<file path="src/rtl/kbd_port_pkg.sv">
package kbd_port_pkg;
  localparam int unsigned BUS_W     = 16;
  localparam int unsigned CHAR_W    = 8;
  localparam int unsigned PEND_POS  = 15;
  localparam int unsigned IEN_POS   = 14;
  localparam logic [BUS_W-1:0] STAT_ADDR = 16'hFE00;
  localparam logic [BUS_W-1:0] CHAR_ADDR = 16'hFE02;

  typedef enum logic [1:0] {
    SEL_MEM  = 2'd0,
    SEL_STAT = 2'd1,
    SEL_CHAR = 2'd2
  } rd_sel_e;
endpackage

</file>
<file path="src/rtl/kbd_addr_decode.sv">
module kbd_addr_decode
  import kbd_port_pkg::*;
#(
  parameter int unsigned AW = BUS_W,
  parameter logic [AW-1:0] STAT_A = STAT_ADDR,
  parameter logic [AW-1:0] CHAR_A = CHAR_ADDR
) (
  input  logic [AW-1:0] addr,
  input  logic          rd,
  input  logic          wr,
  output rd_sel_e       sel,
  output logic          stat_wr,
  output logic          char_rd
);
  logic hit_stat;
  logic hit_char;

  assign hit_stat = (addr == STAT_A);
  assign hit_char = (addr == CHAR_A);

  always_comb begin
    if (hit_stat)      sel = SEL_STAT;
    else if (hit_char) sel = SEL_CHAR;
    else               sel = SEL_MEM;
  end

  assign stat_wr = wr & hit_stat;
  assign char_rd = rd & hit_char;
endmodule

</file>
<file path="src/rtl/kbd_capture.sv">
module kbd_capture
  import kbd_port_pkg::*;
#(
  parameter int unsigned CW = CHAR_W
) (
  input  logic          clk,
  input  logic          rst_n,
  input  logic          char_valid,
  input  logic [CW-1:0] char_in,
  input  logic          char_rd,
  input  logic          stat_wr,
  input  logic          wr_ien,
  output logic          char_ready,
  output logic          pend_q,
  output logic          ien_q,
  output logic [CW-1:0] char_q
);
  logic take;

  assign char_ready = ~pend_q & ~char_rd;
  assign take       = char_valid & char_ready;

  always_ff @(posedge clk or negedge rst_n) begin
    if (!rst_n) begin
      pend_q <= 1'b0;
      char_q <= '0;
    end else begin
      if (take) begin
        pend_q <= 1'b1;
        char_q <= char_in;
      end else if (char_rd) begin
        pend_q <= 1'b0;
      end
    end
  end

  always_ff @(posedge clk or negedge rst_n) begin
    if (!rst_n)       ien_q <= 1'b0;
    else if (stat_wr) ien_q <= wr_ien;
  end

  AST_PEND_RISE_NEEDS_BEAT: assert property (@(posedge clk) disable iff (!rst_n)
    $rose(pend_q) |-> $past(char_valid)) else $error("pend rose without beat");
  AST_HOLD_WHILE_PENDING: assert property (@(posedge clk) disable iff (!rst_n)
    (pend_q && !char_rd) |=> ($stable(char_q) && pend_q)) else $error("held char changed");
  AST_READ_CLEARS: assert property (@(posedge clk) disable iff (!rst_n)
    char_rd |=> !pend_q) else $error("read did not clear");
  AST_IEN_ONLY_BY_WRITE: assert property (@(posedge clk) disable iff (!rst_n)
    !$stable(ien_q) |-> $past(stat_wr)) else $error("ien changed without write");
endmodule

</file>
<file path="src/rtl/kbd_read_mux.sv">
module kbd_read_mux
  import kbd_port_pkg::*;
#(
  parameter int unsigned DW = BUS_W,
  parameter int unsigned CW = CHAR_W,
  parameter int unsigned PP = PEND_POS,
  parameter int unsigned IP = IEN_POS
) (
  input  rd_sel_e       sel,
  input  logic          pend,
  input  logic          ien,
  input  logic [CW-1:0] chr,
  input  logic [DW-1:0] mem_rdata,
  output logic [DW-1:0] mdr_data
);
  logic [DW-1:0] stat_word;
  logic [DW-1:0] char_word;

  for (genvar b = 0; b < DW; b++) begin : g_bits
    if (b == PP) begin : g_pend
      assign stat_word[b] = pend;
    end else if (b == IP) begin : g_ien
      assign stat_word[b] = ien;
    end else begin : g_zero
      assign stat_word[b] = 1'b0;
    end
    if (b < CW) begin : g_chr
      assign char_word[b] = chr[b];
    end else begin : g_pad
      assign char_word[b] = 1'b0;
    end
  end

  always_comb begin
    unique case (sel)
      SEL_STAT: mdr_data = stat_word;
      SEL_CHAR: mdr_data = char_word;
      default:  mdr_data = mem_rdata;
    endcase
  end
endmodule

</file>
<file path="src/rtl/kbd_input_port.sv">
module kbd_input_port
  import kbd_port_pkg::*;
#(
  parameter int unsigned DW = BUS_W,
  parameter int unsigned CW = CHAR_W
) (
  input  logic          clk,
  input  logic          rst_n,
  input  logic [DW-1:0] bus_addr,
  input  logic          bus_rd,
  input  logic          bus_wr,
  input  logic [DW-1:0] bus_wdata,
  input  logic [DW-1:0] mem_rdata,
  output logic [DW-1:0] mdr_data,
  input  logic          char_valid,
  input  logic [CW-1:0] char_in,
  output logic          char_ready,
  output logic          irq
);
  rd_sel_e       sel;
  logic          stat_wr;
  logic          char_rd;
  logic          pend_q;
  logic          ien_q;
  logic [CW-1:0] char_q;

  kbd_addr_decode #(.AW(DW)) u_dec (
    .addr(bus_addr), .rd(bus_rd), .wr(bus_wr),
    .sel(sel), .stat_wr(stat_wr), .char_rd(char_rd)
  );

  kbd_capture #(.CW(CW)) u_cap (
    .clk(clk), .rst_n(rst_n),
    .char_valid(char_valid), .char_in(char_in),
    .char_rd(char_rd), .stat_wr(stat_wr), .wr_ien(bus_wdata[IEN_POS]),
    .char_ready(char_ready), .pend_q(pend_q), .ien_q(ien_q), .char_q(char_q)
  );

  kbd_read_mux #(.DW(DW), .CW(CW)) u_mux (
    .sel(sel), .pend(pend_q), .ien(ien_q), .chr(char_q),
    .mem_rdata(mem_rdata), .mdr_data(mdr_data)
  );

  assign irq = pend_q & ien_q;

  AST_STAT_LOW_ZERO: assert property (@(posedge clk) disable iff (!rst_n)
    (bus_addr == STAT_ADDR) |-> (mdr_data[IEN_POS-1:0] == '0)) else $error("status low bits");
  AST_CHAR_HIGH_ZERO: assert property (@(posedge clk) disable iff (!rst_n)
    (bus_addr == CHAR_ADDR) |-> (mdr_data[DW-1:CW] == '0)) else $error("data high bits");
  AST_IRQ_BLOCKS_INPUT: assert property (@(posedge clk) disable iff (!rst_n)
    irq |-> !char_ready) else $error("irq with port open");
  AST_SAME_CYCLE_DROP: assert property (@(posedge clk) disable iff (!rst_n)
    (char_rd && char_valid) |=> !pend_q) else $error("beat during read kept");
endmodule

</file>
<file path="config.mk">
export PLATFORM = sky130hd
export DESIGN_NAME = kbd_input_port
export DESIGN_NICKNAME = d
export VERILOG_FILES = /design/src/rtl/kbd_port_pkg.sv /design/src/rtl/kbd_addr_decode.sv /design/src/rtl/kbd_capture.sv /design/src/rtl/kbd_read_mux.sv /design/src/rtl/kbd_input_port.sv
export SDC_FILE = /design/constraint.sdc
export NUM_CORES = 1
export LEC_CHECK = 0
export CAP_MARGIN = 5
export CORE_MARGIN = 2
export CORE_UTILIZATION = 26
export DETAILED_ROUTE_END_ITERATION = 12
export PLACE_DENSITY = 0.78
export RECOVER_POWER = 100
export SLEW_MARGIN = 10
export SYNTH_ARGS = -nofsm -noshare
export SYNTH_HDL_FRONTEND = slang
export SYNTH_SLANG_ARGS = --single-unit
</file>
<file path="constraint.sdc">
create_clock -name clk -period 1.74 [get_ports clk]
set_input_delay 0.261 -clock clk [delete_from_list [all_inputs] [get_ports clk]]
set_output_delay 0.261 -clock clk [all_outputs]
set_load 0.02 [all_outputs]
</file>
* Word-level counts from Yosys, hierarchy flattened
Cells that the tools add are included.
Cells by class: bitwise gates (word level) 7, equality and inequality tests 4, reductions and logical operators 1, mux-type cells 5
Operators with widths (number):
- $eq A16 B16 Y1 const B | 2
- $pmux W16 S2 | 1
- $and A1 B1 Y1 | 5
- $mux W2 | 2
- $eq A2 B1 Y1 const B | 1
- $eq A2 B2 Y1 const B | 1
- $mux W1 | 2
- $not A1 Y1 | 2
- $reduce_bool A2 Y1 | 1
Word-level totals: input port bits 61, output and inout port bits 18, logic and storage cells 20, flip-flop bits (word level) 10

* Depth between registers and ports, before layout
word-level depth 6, mapped depth 6, gate-level depth less buffers 4

* Modules after synthesis
A second synthesis with hierarchy kept.
Unflattened totals: cell total of the unflattened synthesis 62, area, all modules 709.4 sq um
Modules (own cells, without submodules):
- kbd_capture | sequential area each 250.2 sq um, instances 1, cells an instance 23, area an instance 381.6 sq um
- kbd_read_mux | sequential area each 0.0 sq um, instances 1, cells an instance 27, area an instance 215.2 sq um
- kbd_addr_decode | sequential area each 0.0 sq um, instances 1, cells an instance 11, area an instance 106.4 sq um
- kbd_input_port | sequential area each 0.0 sq um, instances 1, cells an instance 1, area an instance 6.3 sq um

* Worst setup path after synthesis
No wires, ideal clock.
kind input to output, start in bus_addr[0], end out mdr_data[0], arrival 1.346 ns, buffers on the path 1, setup slack 0.133 ns, stages on the path 4, data required time 1.479 ns, cell sequence nor4b_2 -> nand4_1 -> clkbuf_1 -> o21ai_0
Between the ends: word-level cells in the longest chain between the ends 5, elaborated cells between the ends (all ways) 7, those cells by class eq/ne (4); mux (3)
RTL lines:
- start, declared | RTL line kbd_input_port.sv:9 | input logic [DW-1:0] bus_addr,
- $eq A16 B16 Y1 | RTL line kbd_addr_decode.sv:19 | assign hit_char = (addr == CHAR_A);
- $mux W2 | RTL line kbd_addr_decode.sv:23 | else if (hit_char) sel = SEL_CHAR;
- $mux W2 * | RTL line kbd_addr_decode.sv:22 | if (hit_stat) sel = SEL_STAT;
- $eq A2 B2 Y1 or $eq A2 B1 Y1 (tied branches) | RTL line kbd_read_mux.sv:35 | unique case (sel)
- $pmux W16 S2 * | RTL line kbd_read_mux.sv:35
- end, declared | RTL line kbd_input_port.sv:14 | output logic [DW-1:0] mdr_data,
Mark *: on every way between the ends. The rest lies on a longest branch, timed or not.

* Worst setup path in the final report
start in bus_addr[8], end out mdr_data[15]
Same word-level chain as after synthesis.

==> flow_summary.json <==
{
  "synth_area_sq_um": 643,
  "postCtsHoldBufs": 0,
  "syn_to_final_growth_pct": 133,
  "dieArea_sq_um": 2890,
  "ff2ff_setup_slack_ps": 450,
  "holdCritPathClass": "in -> async",
  "ys_async_sr_fraction_pct": 100,
  "drt-total-wl_um": 2570,
  "timing.fmax_mhz": 589,
  "vias": 828,
  "critical_path.max_fanout": 7,
  "place_area_sq_um": 1340,
  "power_density_nw_per_um2": 435,
  "avgRoutedWirePerCell_um": 14.7,
  "min_period_ps": 1700,
  "grt_pass1_vias": 846,
  "drtAntennaViolNets": 0,
  "grt_start_max_net_pins": 11,
  "fin_util_pct": 62.1,
  "fin_crit_sh_pct": 97.6,
  "worst_setup_path_start_kind": "input port",
  "ir_worst_vdd_v": 0.000311,
  "syn_nets": 134,
  "worstSkewPairLatency_ps": 260,
  "ys_seq_area_share_pct": 38.9,
  "post-place-ws_ps": -698,
  "die_x_um": 53.7,
  "io_pins": 79,
  "worstPathRequired_ps": 1480,
  "p_leak_nw": 0.701,
  "yosys_register_bits": 10,
  "avgSynthCellArea_sq_um": 8.81,
  "skew_ps": 9.29,
  "diodes": 0,
  "setup_viol": 0,
  "coreArea_sq_um": 2410,
  "numCtsBuffers": 3,
  "dp_hpwl_um": 1690,
  "grt_pass1_wl_um": 3740,
  "yosysUniqueCellTypes": 16,
  "fin_area_sq_um": 1500,
  "track_usage_pct": 17.7,
  "clock-sinks": 10,
  "drive_gt1_share_pct": 42.1,
  "cp.arrival_ps": 1440,
  "r2r-start": "u_cap.pend_q",
  "route.detailed.drc": 0,
  "antenna_found_initial": 0,
  "endpoint_kind": "output port",
  "cts_tree": "built",
  "slew_violations": 0,
  "final_hold_viol_count": 0,
  "ctsLongestPathBuffers": 2,
  "slew_headroom_pct": 68.5,
  "viasPerCell": 4.73,
  "layout_common_cells": "clkdlybuf4s50_1 (30), nand2_1 (15), buf_4 (10), dfrtp_1 (10)",
  "r2r_end": "u_cap.char_q[2]",
  "die_y_um": 53.7,
  "tightestPinTransition_ps": 471,
  "ys.flop_type": "dfrtp_1",
  "syn_inst": 73,
  "outcome": "complete, no violations",
  "synth_edf_count": 0,
  "initial_core_util_pct": 26.7,
  "reg2reg_depth": 4,
  "overflow": 0,
  "portBuffers": 63,
  "clkSlewWorstSetupHoldPaths_ps": 70,
  "core.rowCount": 18,
  "drt-pass1-iter-count": 4,
  "gp_congestion": 0.681,
  "synth_warnings": 0,
  "setup_ws_ps": 41.9,
  "mostFrequentLayoutCell": "clkdlybuf4s50_1",
  "htreeDepth": 1,
  "drv_cap": 0,
  "path_class": "in -> out",
  "fin_nets": 208,
  "cts_root_buffer": "clkbuf_4",
  "whs_ps": 394,
  "drt_iter0_drc": 3
}
-- worst max-delay path, cell delays in order --
cell and delay [ps]:
clkdlybuf4s15_1 160, and4b_1 230, nand4_1 160, buf_6 180, buf_16 130, o21ai_2 150
buf_4 160
-- synth_stat cells, drive strengths merged (2+ instances only) --
cell	count	area, sq um
nand2	19	71.3
o21ai	11	66.3
dfrtp	10	250
mux2	9	101
and2	7	43.8
nor2	4	15.0
clkbuf	3	11.3
and4b	2	20.0
nand2b	2	12.5
-- per-layer routing --
metal  track usage (%)  up-vias  part of all wire [%]
met5                 0        -                     0
met4              2.56        0                     0
met3              6.11        0                    15
met2              33.3       41                    49
met1              19.3      391                    36
li1                  -      396                     -
-- state kept, by name (all words and copies together), names as in the netlist --
register      count
u_cap.ien_q       1
u_cap.pend_q      1
u_cap.char_q      8
-- worst max-delay path by stage --
stage	slack, ps	end	startpoint	cells after the start
6_report	40	mdr_data[15]	bus_addr[8]	7
5_1_grt	-30	mdr_data[15]	bus_addr[8]	7
3_5_place_dp	-700	mdr_data[4]	bus_addr[0]	6
3_3_place_gp	-620	mdr_data[7]	bus_addr[0]	6
2_1_floorplan	130	mdr_data[0]	bus_addr[0]	4
4_1_cts	0.8	mdr_data[4]	bus_addr[0]	9
-- metrics by stage --
stage / std cells / power, mW / TNS (ps)
after detailed placement: 167 / 0.494 / -15400
after CTS: 177 / 0.651 / 0
after global placement: 167 / 0.489 / -13970
after global routing: 175 / 0.683 / -27.0
final: 175 / 0.651 / 0
after floorplan: 73 / 0.337 / 0
-- logic make-up after synthesis --
| logic type | after synthesis | share of synthesized area, % |
|---|---|---|
| AO/OA/AOI/OAI | 11 | 10.3 |
| buffers and inverters | 4 | 3.50 |
| flip-flops | 10 | 38.9 |
| multiplexers | 9 | 15.8 |
| AND/OR/NAND/NOR | 39 | 31.5 |
-- final cells by class --
class                           instances  area (sq um)
Clock buffer                            3          22.5
Fill cell                             209           912
Multi-Input combinational cell         59           478
Sequential cell                        10           250
Tap cell                               30          37.5
Timing Repair Buffer                   73           709
-- repair_timing --
| item | CTS | global route |
|---|---|---|
| gates cloned | 3 | 0 |
| setup buffers | 4 | 0 |
| endpoints found under the setup margin | 26 | 15 |
| pin swaps | 8 | 7 |
| hold endpoints to repair | 0 | 0 |
| resized for setup | 153 | 22 |
-- power by group --
group / switching, mW / internal [mW]
registers: 0.0117 / 0.254
logic: 0.0874 / 0.149
clock network: 0.0695 / 0.0793
(Power assumes the default switching activity.)
